===== src/rtl/ipt_pkg.sv =====
package ipt_pkg;
   localparam int KIND_W = 3;

   typedef enum logic [KIND_W-1:0] {
      XFER_SHORT = 3'd0,
      XFER_NEAR  = 3'd1,
      XFER_REG   = 3'd2,
      XFER_MEMW  = 3'd3,
      XFER_FAR   = 3'd4
   } xfer_kind_e;
endpackage


===== src/rtl/ipt_rel_adder.sv =====
// Forms the sequential offset and the relative target from the registered offset.
module ipt_rel_adder #(
   parameter int IP_W    = 16,
   parameter int SHORT_W = 8,
   parameter int LEN_W   = 4
) (
   input  logic [IP_W-1:0]  ip,
   input  logic [LEN_W-1:0] len,
   input  logic [IP_W-1:0]  disp,
   input  logic             is_short,
   output logic [IP_W-1:0]  seq_ip,
   output logic [IP_W-1:0]  rel_ip
);
   localparam int PAD_W = IP_W - LEN_W;

   logic [IP_W-1:0] short_ext;
   logic [IP_W-1:0] disp_sel;

   generate
      if (SHORT_W < IP_W) begin : g_ext
         assign short_ext = {{(IP_W-SHORT_W){disp[SHORT_W-1]}}, disp[SHORT_W-1:0]};
      end else begin : g_full
         assign short_ext = disp;
      end
   endgenerate

   assign seq_ip   = ip + {{PAD_W{1'b0}}, len};
   assign disp_sel = is_short ? short_ext : disp;
   assign rel_ip   = seq_ip + disp_sel;
endmodule


===== src/rtl/ipt_target_sel.sv =====
// Chooses the next segment and offset from the transfer rule.
module ipt_target_sel
   import ipt_pkg::*;
#(
   parameter int IP_W  = 16,
   parameter int SEG_W = 16
) (
   input  logic              take,
   input  logic [KIND_W-1:0] kind,
   input  logic              adv,
   input  logic [SEG_W-1:0]  cs,
   input  logic [IP_W-1:0]   ip,
   input  logic [IP_W-1:0]   seq_ip,
   input  logic [IP_W-1:0]   rel_ip,
   input  logic [IP_W-1:0]   reg_val,
   input  logic [IP_W-1:0]   mem_word,
   input  logic [SEG_W-1:0]  far_cs,
   input  logic [IP_W-1:0]   far_ip,
   output logic [SEG_W-1:0]  nxt_cs,
   output logic [IP_W-1:0]   nxt_ip
);
   always_comb begin
      nxt_cs = cs;
      nxt_ip = ip;
      if (take) begin
         case (kind)
            XFER_SHORT, XFER_NEAR: nxt_ip = rel_ip;
            XFER_REG:              nxt_ip = reg_val;
            XFER_MEMW:             nxt_ip = mem_word;
            XFER_FAR: begin
               nxt_cs = far_cs;
               nxt_ip = far_ip;
            end
            default: begin
               nxt_cs = cs;
               nxt_ip = ip;
            end
         endcase
      end else if (adv) begin
         nxt_ip = seq_ip;
      end
   end
endmodule


===== src/rtl/ipt_linear_addr.sv =====
// Segment shifted left plus offset, truncated or padded to the address width.
module ipt_linear_addr #(
   parameter int SEG_W     = 16,
   parameter int IP_W      = 16,
   parameter int SEG_SHIFT = 4,
   parameter int ADDR_W    = 20
) (
   input  logic [SEG_W-1:0]  cs,
   input  logic [IP_W-1:0]   ip,
   output logic [ADDR_W-1:0] addr
);
   localparam int BASE_W = SEG_W + SEG_SHIFT;
   localparam int WIDE_W = ((BASE_W > IP_W) ? BASE_W : IP_W) + 1;

   logic [BASE_W-1:0] base;
   logic [WIDE_W-1:0] sum;

   generate
      if (SEG_SHIFT > 0) begin : g_shift
         assign base = {cs, {SEG_SHIFT{1'b0}}};
      end else begin : g_flat
         assign base = cs;
      end
   endgenerate

   assign sum = WIDE_W'(base) + WIDE_W'(ip);

   generate
      if (ADDR_W <= WIDE_W) begin : g_trunc
         assign addr = sum[ADDR_W-1:0];
      end else begin : g_pad
         assign addr = {{(ADDR_W-WIDE_W){1'b0}}, sum};
      end
   endgenerate
endmodule


===== src/rtl/flow_target_unit.sv =====
module flow_target_unit
   import ipt_pkg::*;
#(
   parameter int              IP_W      = 16,
   parameter int              SEG_W     = 16,
   parameter int              SHORT_W   = 8,
   parameter int              LEN_W     = 4,
   parameter int              SEG_SHIFT = 4,
   parameter int              ADDR_W    = SEG_W + SEG_SHIFT,
   parameter logic [SEG_W-1:0] RESET_CS = 16'hFFFF,
   parameter logic [IP_W-1:0]  RESET_IP = 16'h0000
) (
   input  logic              clk,
   input  logic              rst_n,
   input  logic              take,
   input  logic [2:0]        kind,
   input  logic              adv,
   input  logic [LEN_W-1:0]  ins_len,
   input  logic [IP_W-1:0]   disp,
   input  logic [IP_W-1:0]   reg_val,
   input  logic [IP_W-1:0]   mem_word,
   input  logic [SEG_W-1:0]  far_cs,
   input  logic [IP_W-1:0]   far_ip,
   output logic [SEG_W-1:0]  cs_q,
   output logic [IP_W-1:0]   ip_q,
   output logic [ADDR_W-1:0] fetch_addr
);
   generate
      if (LEN_W >= IP_W) begin : g_bad_len
         $error("LEN_W must be narrower than IP_W");
      end
      if (SHORT_W < 2 || SHORT_W > IP_W) begin : g_bad_short
         $error("SHORT_W must lie in 2..IP_W");
      end
      if (ADDR_W < IP_W) begin : g_bad_addr
         $error("ADDR_W must cover the offset width");
      end
      if (KIND_W != 3) begin : g_bad_kind
         $error("kind port assumes a 3-bit encoding");
      end
   endgenerate

   logic [IP_W-1:0]  seq_ip;
   logic [IP_W-1:0]  rel_ip;
   logic [SEG_W-1:0] nxt_cs;
   logic [IP_W-1:0]  nxt_ip;
   logic             is_short;

   assign is_short = (kind == XFER_SHORT);

   ipt_rel_adder #(
      .IP_W(IP_W), .SHORT_W(SHORT_W), .LEN_W(LEN_W)
   ) i_rel (
      .ip(ip_q), .len(ins_len), .disp(disp), .is_short(is_short),
      .seq_ip(seq_ip), .rel_ip(rel_ip)
   );

   ipt_target_sel #(
      .IP_W(IP_W), .SEG_W(SEG_W)
   ) i_sel (
      .take(take), .kind(kind), .adv(adv), .cs(cs_q), .ip(ip_q),
      .seq_ip(seq_ip), .rel_ip(rel_ip), .reg_val(reg_val),
      .mem_word(mem_word), .far_cs(far_cs), .far_ip(far_ip),
      .nxt_cs(nxt_cs), .nxt_ip(nxt_ip)
   );

   always_ff @(posedge clk) begin
      if (!rst_n) begin
         cs_q <= RESET_CS;
         ip_q <= RESET_IP;
      end else begin
         cs_q <= nxt_cs;
         ip_q <= nxt_ip;
      end
   end

   ipt_linear_addr #(
      .SEG_W(SEG_W), .IP_W(IP_W), .SEG_SHIFT(SEG_SHIFT), .ADDR_W(ADDR_W)
   ) i_lin (
      .cs(cs_q), .ip(ip_q), .addr(fetch_addr)
   );
endmodule


===== config.mk =====
export PLATFORM = sky130hd
export DESIGN_NAME = flow_target_unit
export DESIGN_NICKNAME = d
export VERILOG_FILES = /design/src/rtl/ipt_pkg.sv /design/src/rtl/ipt_rel_adder.sv /design/src/rtl/ipt_target_sel.sv /design/src/rtl/ipt_linear_addr.sv /design/src/rtl/flow_target_unit.sv
export SDC_FILE = /design/constraint.sdc
export NUM_CORES = 1
export LEC_CHECK = 0
export BUFFER_PORTS_ARGS = -buffer_cell sky130_fd_sc_hd__buf_2
export CAP_MARGIN = 30
export CORE_MARGIN = 4
export CORE_UTILIZATION = 50
export CTS_CLUSTER_DIAMETER = 60
export DETAILED_ROUTE_END_ITERATION = 10
export MAX_ROUTING_LAYER = met4
export PLACE_DENSITY = 0.89
export SLEW_MARGIN = 30
export SYNTH_ARGS = -nofsm -noshare
export SYNTH_HDL_FRONTEND = slang
export SYNTH_SLANG_ARGS = --single-unit

===== constraint.sdc =====
create_clock -name clk -period 4.9 [get_ports clk]
set_input_delay 0.98 -clock clk [delete_from_list [all_inputs] [get_ports clk]]
set_output_delay 0.98 -clock clk [all_outputs]
set_load 0.05 [all_outputs]

**Word-level counts from Yosys, hierarchy flattened**

Index checks and enable logic that the tools add are counted.

- Add/sub/neg operators: 3
- Eq/ne operators: 5
- Multiplexer cells: 4
- Reduce and logical (&&, ||, !) cells: 5

Operator list:

| kind | number |
|---|---|
| $pmux 16 s4 | 1 |
| $mux 16 | 3 |
| $add 20x16->20 | 1 |
| $add 16x16->16 | 1 |
| $add 16x4->16 | 1 |
| $eq 3x2->1 const B | 2 |
| $ne 5x1->1 const B | 1 |
| $reduce_and 2->1 | 2 |
| $eq 3x1->1 const B | 1 |
| $eq 3x3->1 const B | 1 |
| $logic_not 3->1 | 1 |
| $reduce_bool 2->1 | 1 |
| $reduce_or 2->1 | 1 |

- Bits in registers: 32
- Bits of input ports: 91
- Output and inout port bits: 52
- Word-level logic and storage cells: 19

**Longest topological paths before layout**

Gate-level depths: netlist of the first run.

- Word-level depth: 5
- Gate-level depth with buffers: 15
- Mapped depth without buffers: 15

**By module**

Synthesis of the first run repeated with hierarchy kept, for this count alone.

- Cells, all modules: 474
- Area, all modules: 4219.0 um^2

Modules (own cells, without submodules):

| module | times used | cells each | area each (um^2) | seq. area each (um^2) |
|---|---|---|---|---|
| ipt_target_sel | 1 | 140 | 1332.5 | 0.0 |
| ipt_rel_adder | 1 | 158 | 1202.4 | 0.0 |
| flow_target_unit | 1 | 68 | 863.3 | 640.6 |
| ipt_linear_addr | 1 | 108 | 820.8 | 0.0 |

**Worst setup path after synthesis of the first run**

Ideal clock, no wire load.

- Path kind: reg2out
- Start point: reg ip_q[4]
- End point: out fetch_addr[18]
- Arrival: 2988 ps
- Required time: 3920 ps
- Setup slack: 932 ps
- Stages on the path, launching flop included: 11
- Buffers on the path: 0
- Cell sequence: dfxtp_1 ha_1 inv_1 fa_1 nor2b_1 o21a_1 o21ai_0 nand2_1 a21oi_1 a211oi_1 xor2_1

- Word-level cells in the longest chain between the ends: 1

RTL lines:

| element | line | text |
|---|---|---|
| start: declaration | flow_target_unit.sv:25 | `output logic [IP_W-1:0] ip_q,` |
| start signal: assignment | flow_target_unit.sv:73 | `ip_q <= nxt_ip;` |
| $add 20x16->20 | ipt_linear_addr.sv:26 | `assign sum = WIDE_W'(base) + WIDE_W'(ip);` |
| end: declaration | flow_target_unit.sv:26 | `output logic [ADDR_W-1:0] fetch_addr` |

No other way between the ends.

**Final worst setup path of the first run**

- Start point: in ins_len[0]
- End point: reg ip_q[15]

- Word-level cells in the longest chain between the ends: 4
- Elaborated cells on any way between the ends: 5
- Those cells by class: 2 x add/sub; 3 x mux

RTL lines:

| element | line | text |
|---|---|---|
| start: declaration | flow_target_unit.sv:18 | `input logic [LEN_W-1:0] ins_len,` |
| $add 16x4->16 * | ipt_rel_adder.sv:27 | `assign seq_ip = ip + {{PAD_W{1'b0}}, len};` |
| $add 16x16->16 | ipt_rel_adder.sv:29 | `assign rel_ip = seq_ip + disp_sel;` |
| $pmux 16 s4 | ipt_target_sel.sv:26 | `case (kind)` |
| $mux 16 * | ipt_target_sel.sv:25 | `if (take) begin` |

Mark *: on every way between the ends. The rest lies on a longest branch, timed or not. The select of a mux whose other input is x is not followed.
A chain may end at the register's enable or synchronous reset.

==> summary.md, run 1 <==
| Metric | Value |
|---|---|
| DRT Pass-1 Iters | 7 |
| Maximum VDD drop | around 0.18 mV |
| DR WL/cell | 16.5 um |
| GRT met3 Usage | 0.0393 |
| Initial Util | 0.511 |
| Row count | 31 |
| Initial DRC count | approximately 330 |
| GRT met2 Usage | 0.469 |
| Async SR Flop Fraction | 0 |
| Layout cells sized above 1 | 0.269 |
| # diodes | 0 |
| Critical path, cell by cell | buf_2 -> ha_1 -> fa_1 -> a21o_1 -> a21oi_2 -> and2b_2 -> xor2_1 -> ha_1 -> nand2_1 -> o21bai_1 -> a31o_2 -> a311oi_1 -> nand2_1 -> xnor2_1 -> o22ai_2 |
| CTS Buf Count | 5 |
| Reg2reg path depth | 14 |
| Max-cap violations | 0 |
| Vias per inst | 5.93 |
| P&R area growth vs syn | 22.2% |
| IO buf count | ~140 |
| Buffers and inverters on the worst path | 1 |
| Synth Cell Area | 3680 um2 |
| CTS H-tree lvls | 2 |
| Static leakage | between 2 and 2.5 nW |
| Hpwl dp | 9250 um |
| Number of flops mapped to enable cells by yosys | 0 |
| Final WS setup | just under 0.9 ns |
| Initial antenna violation count | 0 |
| Final Cycle Share | 0.821 |
| # setup viols final | 0 |
| RR Startpoint | ip_q[0] |
| Met1 Use GR | 0.324 |
| Crit end category | flip-flop |
| GRT Util Overall | 0.274 |
| Post-CTS Setup Inserts | 0 |
| Worst Setup Path Type | in -> reg |
| DP Worst Slack | between 0.6 and 0.7 ns |
| TritonCTS clock tree | done |
| Grt total ovfl | 0 |
| Hold Path Origin | cs_q[3] |
| Final GP Congestion | roughly 0.94 |
| Die span in y | 93.8 um |
| Hold Crit Class | reg -> reg |
| Leading cell type in the layout, fill and taps excluded | buf_2 |
| Final Max Slew Viols | 0 |
| Worst skew pair latency | around 0.29 ns |
| Die area | roughly 9000 um2 |
| Hold_ws | ~0.50 ns |
| CP max FO | 6 |
| Max clock buf depth | 2 |
| Hold Vio Cnt, Final | 0 |
| Most frequent cells in the layout | buf_2, nand2_1, ha_1, a21oi_1, dfxtp_1 |
| Max incr delay on CP | 0.42 ns |
| WP data required | about 5.1 ns |
| CTS resizes | 0 |
| Crit-path slowest cell | fa_1 |
| Vias in the first global route | 4,069 |
| Clk slew on worst S/H paths | around 0.070 ns |
| Hold-critical path depth | 2 |
| Worst R2R Setup Slack | 1.32 ns |
| Syn nets | 625 |
| DIE WIDTH | approximately 94 um |
| Startpoint types | input pin |
| First-pass GRT wire length | between 15,000 and 20,000 um |
| Final core occ | 0.624 |
| Post-synthesis register bit count | 32 |
| Nets@finish | about 750 |
| Synth warnings | 0 |
| Crit path time final | between 4 and 5 ns |
| Worst EP arrival | approximately 4.2 ns |
| Crit path max-delay family | compound AO/OA/AOI/OAI gates |
| Gr busiest metal | met2 |
| PD cells | roughly 330 nW/um2 |
| Final setup skew | just under 0.006 ns |
| Status | completed |
| Final WL | ~12,000 um |
| Hold Path Sink | cs_q[3] |
| Root buf cell | clkbuf_8 |
| Max Clk Rate | approximately 250 MHz |
| Cells after synthesis | ~500 |
| Number of cells on the critical path | 15 |
| Sequential fraction of the synthesis area | 0.174 |
| Hold-fix buffers, CTS | 0 |
| Via count | about 4,300 |
| Most used DFF post-synth | dfxtp_1 |
| Core Region | 7210 um2 |
| RSZ-0062 raised after global routing | no |
| Mean Syn Cell Area | around 7.4 um2 |
| Clock sink total | 32 |
| Slew HR | 0.510 |
| Final antenna-violating net count | 0 |
| DRC | 0 |
| Worst Tran Pin Value | ~0.73 ns |
| Fin Setup TNS | 0 ns |
| Top-level port count | about 140 |
| Pin count of the biggest net entering global routing | 44 |
| RR Endpoint | ip_q[15] |
| Synth unique cells | slightly above 60 |
## registers in the layout, indices dropped and copies added, names as in the netlist
signal  count
cs_q       16
ip_q       16
## cell type report
type	count	area [um2]
Inverter	12	45.0
Timing Repair Buffer	143	718
Clock buffer	6	72.6
Sequential cell	32	641
Multi-Input combinational cell	426	2870
Fill cell	664	2710
Clock inverter	2	35.0
Tap cell	99	124
## through the flow
stage | instances | area, um2 | total power [mW]
finish | 720 | 4500 | 1.46
global route | 720 | 4500 | 1.55
CTS | 720 | 4500 | 1.46
detailed placement | 712 | 4390 | 1.20
global placement | 712 | 4390 | 1.18
floorplan | 497 | 3680 | 1.00
## where the power goes
group          internal [mW]  switching (mW)
Clock                  0.151           0.107
Sequential             0.279          0.0334
Combinational          0.291           0.603
Total                  0.721           0.743
## cells by family (layout without fill, tap and decap cells)
family | Yosys count | count (layout) | synth area share
and+or+nand+nor | 181 | 181 | 0.235
AOI/OAI and AO/OA | 152 | 152 | 0.269
buffers and inverters | 39 | 163 | 0.0479
xor gates and xnor gates | 38 | 38 | 0.0924
adders and majority gates | 37 | 37 | 0.132
DFF | 32 | 32 | 0.174
muxes | 18 | 18 | 0.0506
## worst max path at each step
stage,startpoint,endpoint,slack (ns)
detailed placement,ins_len[0],ip_q[15],0.62
global placement,ins_len[0],ip_q[15],0.74
floorplan,ip_q[4],fetch_addr[18],0.93
finish,ins_len[0],ip_q[15],0.88
CTS,ins_len[0],ip_q[15],0.95
global route,ins_len[0],ip_q[12],0.62
## worst min-delay path: stages, from the launching register on
cell and delay, ns:
dfxtp_1 0.33, nand2_1 0.06, nand3_1 0.06
## per-layer routing
layer / wire (um) / share of wire / vias up
li1: - / - / 2048
met1: 4670 / 0.39 / 1998
met2: 6110 / 0.51 / 190
met3: 748 / 0.063 / 31
met4: 350 / 0.029 / 0
met5: 0 / 0 / -
## Yosys cell counts (6+ instances only)
cell,instances,share of area
inv_1,12,0.012
clkbuf_1,11,0.011
mux2i_1,13,0.035
a21oi_1,33,0.045
nor2_1,28,0.029
xor2_1,19,0.045
o21ai_0,30,0.041
dfxtp_1,32,0.17
xnor2_1,18,0.043
o22ai_1,6,0.010
nand3_1,28,0.038
nor2b_1,8,0.014
a21o_1,11,0.022
a31oi_1,9,0.015
nand2_1,75,0.076
o21ai_1,8,0.011
ha_1,34,0.12
o21a_1,9,0.018
nand2b_1,6,0.010
nor3_1,7,0.0095
buf_2,9,0.012
o211ai_1,15,0.031
Power figures use the tool's default switching activity.
==> run 2: changes to the inputs <==
clock period = 4.06 ns   (was 4.9 ns; I/O delays follow)
==> run 2 against run 1 <==
Sequential share of layout area down 0.14 points. Via count is 0.61% lower. Critical path depth unchanged. Worst setup slack worse by 0.60 ns. Non-clock buffer count grew 5. Count of clock-buffer cells in the layout unchanged. Critical endpoint is now ip_q[11]. Largest cell class unchanged. Highest routed layer unchanged.
==> summary.md, run 2 (same netlist as run 1, synthesis figures left out) <==
| Metric | Value |
|---|---|
| Status | completed |
| Root buf cell | clkbuf_8 |
| Worst Tran Pin Value | about 0.73 ns |
| Area occupied by multi-input gates | between 2000 and 3000 um2 |
| Final Max Slew Viols | 0 |
| Worst Setup Path Type | in -> reg |
| Max-cap violations | 0 |
| Max clock buf depth | 2 |
| RSZ-0062 raised after global routing | no |
| Biggest regs | cs_q: 16 flops, ip_q: 16 flops |
| Grt total ovfl | 0 |
| Reg2reg path depth | 14 |
| Fin Setup TNS | 0 ns |
| CP max FO | 5 |
| First-pass GRT wire length | 18,100 um |
| Final GP Congestion | roughly 0.96 |
| Startpoint types | input pin |
| Gr busiest metal | met2 |
| Pin count of the biggest net entering global routing | 33 |
| GRT met3 Usage | 0.0473 |
| Max incr delay on CP | 0.43 ns |
| DRC | 0 |
| Hpwl dp | ~9300 um |
| # diodes | 0 |
| Clock sink total | 32 |
| Top-level port count | 143 |
| P&R area growth vs syn | 23.4% |
| Row count | 31 |
| Maximum VDD drop | ~0.18 mV |
| FF+latch area | 641 um2 |
| Worst R2R Setup Slack | 0.55 ns |
| Hold Crit Class | reg -> reg |
| Vias per inst | a little under 6 |
| Worst setup path endpoint | ip_q[11] |
| Met1 Use GR | 0.308 |
| Placed cell areas | approximately 4400 um2 |
| Core Region | around 7000 um2 |
| Worst EP arrival | 4.02 ns |
| DP Worst Slack | -0.0377 ns |
| Die area | about 9000 um2 |
| Max Clk Rate | 264 MHz |
| GRT Util Overall | 0.262 |
| # setup viols final | 0 |
| Final WL | 11,400 um |
| Final antenna-violating net count | 0 |
| CTS H-tree lvls | 2 |
| DRT Pass-1 Iters | 5 |
| IO buf count | between 100 and 150 |
| Via count | 4,241 |
| Nets@finish | roughly 750 |
| DIE WIDTH | approximately 94 um |
| Clk slew on worst S/H paths | about 0.070 ns |
| Final setup skew | approximately 0.0063 ns |
| Static leakage | 2.29 nW |
| TritonCTS clock tree | done |
| Pwr Total | 1.76 mW |
| CTS Buf Count | 5 |
| RR Startpoint | ip_q[0] |
| Initial antenna violation count | 0 |
| RR Endpoint | ip_q[11] |
| Vias in the first global route | just under 4,000 |
| Critical path, cell by cell | buf_2 -> ha_1 -> fa_1 -> a21o_1 -> a21oi_4 -> inv_1 -> and3_1 -> xor2_1 -> ha_1 -> a21o_1 -> a31o_1 -> o21a_1 -> nor2_1 -> mux2i_1 -> o221a_1 |
| Most frequent cells in the layout | buf_2, nand2_1, ha_1, a21oi_1, dfxtp_1 |
| Worst Setup SP | ins_len[0] |
| Final Cycle Share | 0.932 |
| Leading cell type in the layout, fill and taps excluded | buf_2 |
| Initial Util | 0.511 |
| Layout cells sized above 1 | 0.275 |
| GRT met2 Usage | 0.442 |
| Hold-fix buffers, CTS | 0 |
| Final WS setup | around 0.28 ns |
| Crit end category | flip-flop |
| DR WL/cell | around 16 um |
| Crit path time final | around 3.8 ns |
| PD cells | 388 nW/um2 |
| Crit-path slowest cell | fa_1 |
| Hold Vio Cnt, Final | 0 |
| Worst skew pair latency | between 0.2 and 0.3 ns |
| Die span in y | 93.8 um |
| Slew HR | 0.510 |
| Initial DRC count | 314 |
| WP data required | ~4.3 ns |
| Finished Cell Area | around 4500 um2 |
| Filler cells | around 650 |
==> run 2: cell count changes in the layout (fill, tap and decap cells not counted) <==
cell     delta
buf_4       +5
a21oi_2     -1
a21oi_4     +1
==> run 2: metrics by stage <==
stage	util	hold WS (ns)	instances
2_1_floorplan	-	0.693	497
3_3_place_gp	0.614	0.475	717
3_5_place_dp	0.614	0.493	717
4_1_cts	0.629	0.502	725
5_1_grt	0.630	0.526	725
6_report	0.630	0.500	725
==> run 2: where the power goes <==
part | internal, mW | leakage (nW) | switching (mW)
Clock | 0.182 | 0.0552 | 0.127
Sequential | 0.337 | 0.263 | 0.0386
Combinational | 0.357 | 1.98 | 0.723
==> run 2: metal layers <==
| metal | up-vias | share of wire |
|---|---|---|
| met4 | 0 | 0.038 |
| met1 | 1977 | 0.39 |
| met5 | - | 0 |
| li1 | 2065 | - |
| met2 | 156 | 0.51 |
| met3 | 43 | 0.063 |
==> run 2: what timing repair did <==
item / in CTS / in global routing
endpoints found under the setup margin: 0 / 1
buffers inserted: 0 / 0
resized for setup: 0 / 1
==> run 2: worst min-delay path by stage <==
| stage | start | end | slack [ns] | depth (start not counted) |
|---|---|---|---|---|
| 2_1_floorplan | ip_q[0] | ip_q[0] | 0.69 | 2 |
| 3_3_place_gp | cs_q[4] | cs_q[4] | 0.48 | 2 |
| 3_5_place_dp | cs_q[7] | cs_q[7] | 0.49 | 2 |
| 4_1_cts | cs_q[6] | cs_q[6] | 0.50 | 2 |
| 5_1_grt | cs_q[4] | cs_q[4] | 0.53 | 2 |
| 6_report | cs_q[2] | cs_q[2] | 0.50 | 2 |
==> run 2: area by class of cell <==
type                       instances  share of cell area
clock inverter                     2             0.00771
tap                               99              0.0272
clock buffer                       6              0.0160
multi-input combinational        426               0.632
inverter                          12             0.00991
sequential                        32               0.141
timing repair buffer             148               0.166
==> run 2: critical path, delay by kind of cell <==
| family | cells | cell delay [ns] |
|---|---|---|
| buffers and inverters | 2 | 0.18 |
| multiplexers | 1 | 0.21 |
| AND/OR/NAND/NOR | 2 | 0.33 |
| AO/OA/AOI/OAI | 6 | 1.30 |
| adder cells (fa/ha/maj) | 3 | 1.00 |
| XOR/XNOR | 1 | 0.20 |
==> run 3: changes to the inputs <==
clock period = 4.2 ns   (was 4.06 ns; I/O delays follow)
==> run 3 against run 2 <==
First-iteration DRC count fell by 8.9%. Register-to-register slack better by 0.09 ns. Non-clock buffer count fell by 2. Wire length is 3.8% higher. Sequential power fell by 3%. Utilization is 0.31 points lower. Count of clock-buffer cells in the layout stayed put. Clock power is 2% lower. Clock skew decreased by 0.00061 ns. Critical path type unchanged.
==> summary.md, run 3 (same netlist as run 1, synthesis figures left out) <==
| Metric | Value |
|---|---|
| Static leakage | roughly 2.3 nW |
| Crit path time final | a little under 4 ns |
| Buffers and inverters on the worst path | 1 |
| Initial Util | 0.511 |
| Crit end category | flip-flop |
| PD cells | about 380 nW/um2 |
| Reg2reg path depth | 14 |
| IO buf count | about 140 |
| CTS resizes | 0 |
| Vias per inst | ~5.9 |
| P&R area growth vs syn | 22.8% |
| Most frequent cells in the layout | buf_2, nand2_1, ha_1, a21oi_1, dfxtp_1 |
| Final antenna-violating net count | 0 |
| Worst setup path endpoint | ip_q[15] |
| Nets@finish | approximately 750 |
| Crit-path slowest cell | fa_1 |
| Number of cells on the critical path | 15 |
| Leading cell type in the layout, fill and taps excluded | buf_2 |
| Die area | ~8800 um2 |
| Vias in the first global route | about 4,100 |
| Grt total ovfl | 0 |
| Clk slew on worst S/H paths | 0.07 ns |
| Status | completed |
| RR Startpoint | ip_q[0] |
| Max incr delay on CP | 0.43 ns |
| Final Cycle Share | 0.920 |
| Max clock buf depth | 2 |
| Hold-fix buffers, CTS | 0 |
| Initial DRC count | around 290 |
| GRT Util Overall | 0.272 |
| Core Region | just over 7000 um2 |
| Worst Setup Path Type | in -> reg |
| Area occupied by multi-input gates | 2870 um2 |
| Hold Vio Cnt, Final | 0 |
| Final GP Congestion | approximately 0.93 |
| Via count | between 4,000 and 5,000 |
| Final setup skew | roughly 0.0056 ns |
| Worst Setup SP | ins_len[0] |
| CTS Buf Count | 5 |
| WP data required | between 4 and 5 ns |
| First-pass GRT wire length | about 19,000 um |
| Layout cells sized above 1 | 0.272 |
| DR WL/cell | ~16 um |
| Row count | 31 |
| Initial antenna violation count | 0 |
| Max-cap violations | 0 |
| Worst R2R Setup Slack | roughly 0.64 ns |
| Hpwl dp | between 9000 and 10,000 um |
| Clock sink total | 32 |
| Crit path max-delay family | compound AO/OA/AOI/OAI gates |
| Slew HR | 0.498 |
| Biggest regs | cs_q: 16 flops, ip_q: 16 flops |
| DRT Pass-1 Iters | 5 |
| Startpoint types | input pin |
| Die span in y | 93.8 um |
| Worst skew pair latency | between 0.2 and 0.3 ns |
| DIE WIDTH | 93.8 um |
| FF+latch area | 641 um2 |
| RR Endpoint | ip_q[15] |
| TritonCTS clock tree | done |
| RSZ-0062 raised after global routing | no |
| Top-level port count | between 100 and 150 |
| DRC | 0 |
| Final Max Slew Viols | 0 |
| CTS H-tree lvls | 2 |
| Fin Setup TNS | 0 ns |
| Final WL | between 10,000 and 15,000 um |
| # diodes | 0 |
| CP max FO | 6 |
| Worst EP arrival | just over 4 ns |
| # setup viols final | 0 |
| Final core occ | 0.627 |
| Pin count of the biggest net entering global routing | 33 |
| Hold Crit Class | reg -> reg |
| Root buf cell | clkbuf_8 |
| Max Clk Rate | 259 MHz |
| Critical path, cell by cell | buf_2 -> ha_1 -> fa_1 -> a21o_1 -> a21oi_2 -> and2b_2 -> xor2_1 -> ha_1 -> nand2_1 -> o21bai_1 -> a31o_2 -> a311oi_1 -> nand2_1 -> xnor2_1 -> o22ai_2 |
| Worst Tran Pin Value | approximately 0.75 ns |
| Post-CTS Setup Inserts | 0 |
| Maximum VDD drop | between 0.2 and 0.25 mV |
| Filler cells | 667 |
-- run 3: cell types whose count changed in the layout (fill, tap and decap cells not counted), sizes merged --
cell  change
buf       -2
-- run 3: per-layer routing --
metal	global-route usage	vias to the layer above	part of all wire
met5	-	-	0
met1	0.314	1941	0.39
met4	0.126	0	0.044
li1	-	2057	-
met3	0.0425	49	0.062
met2	0.461	183	0.50
-- run 3: layout make-up --
cell class                      count  area share
Tap cell                           99      0.0274
Timing Repair Buffer              146       0.164
Multi-Input combinational cell    426       0.634
Clock inverter                      2     0.00774
Inverter                           12     0.00996
Sequential cell                    32       0.142
Clock buffer                        6      0.0160
-- run 3: power by group --
part / switching [mW] / internal [mW]
Combinational: 0.697 / 0.341
Sequential: 0.0380 / 0.325
Clock: 0.128 / 0.176
-- run 3: through the flow --
stage / total power [mW] / cells / setup WS, ns / instance area, um2 / hold slack, ns
after floorplan: 1.17 / 497 / 0.372 / 3680 / 0.693
after global placement: 1.38 / 715 / 0.186 / 4420 / 0.474
after detailed placement: 1.40 / 715 / 0.0874 / 4420 / 0.482
after global routing: 1.80 / 723 / 0.0501 / 4520 / 0.509
after CTS: 1.70 / 723 / 0.385 / 4520 / 0.491
final: 1.70 / 723 / 0.337 / 4520 / 0.488
-- run 3: worst register-to-register path: cells and delay by family (launching register included) --
family                     cells  cell delay, ns
AOI/OAI and AO/OA              6            1.23
adders and majority gates      3            1.01
and+or+nand+nor                3            0.51
DFF                            1            0.34
xor gates and xnor gates       2            0.34
-- run 3: worst min-delay path by stage --
stage	cells after the start	slack, ns	end	from
detailed placement	2	0.48	cs_q[4]	cs_q[4]
finish	2	0.49	cs_q[4]	cs_q[4]
global placement	2	0.47	cs_q[4]	cs_q[4]
floorplan	2	0.69	ip_q[0]	ip_q[0]
CTS	2	0.49	cs_q[4]	cs_q[4]
global route	2	0.51	cs_q[4]	cs_q[4]
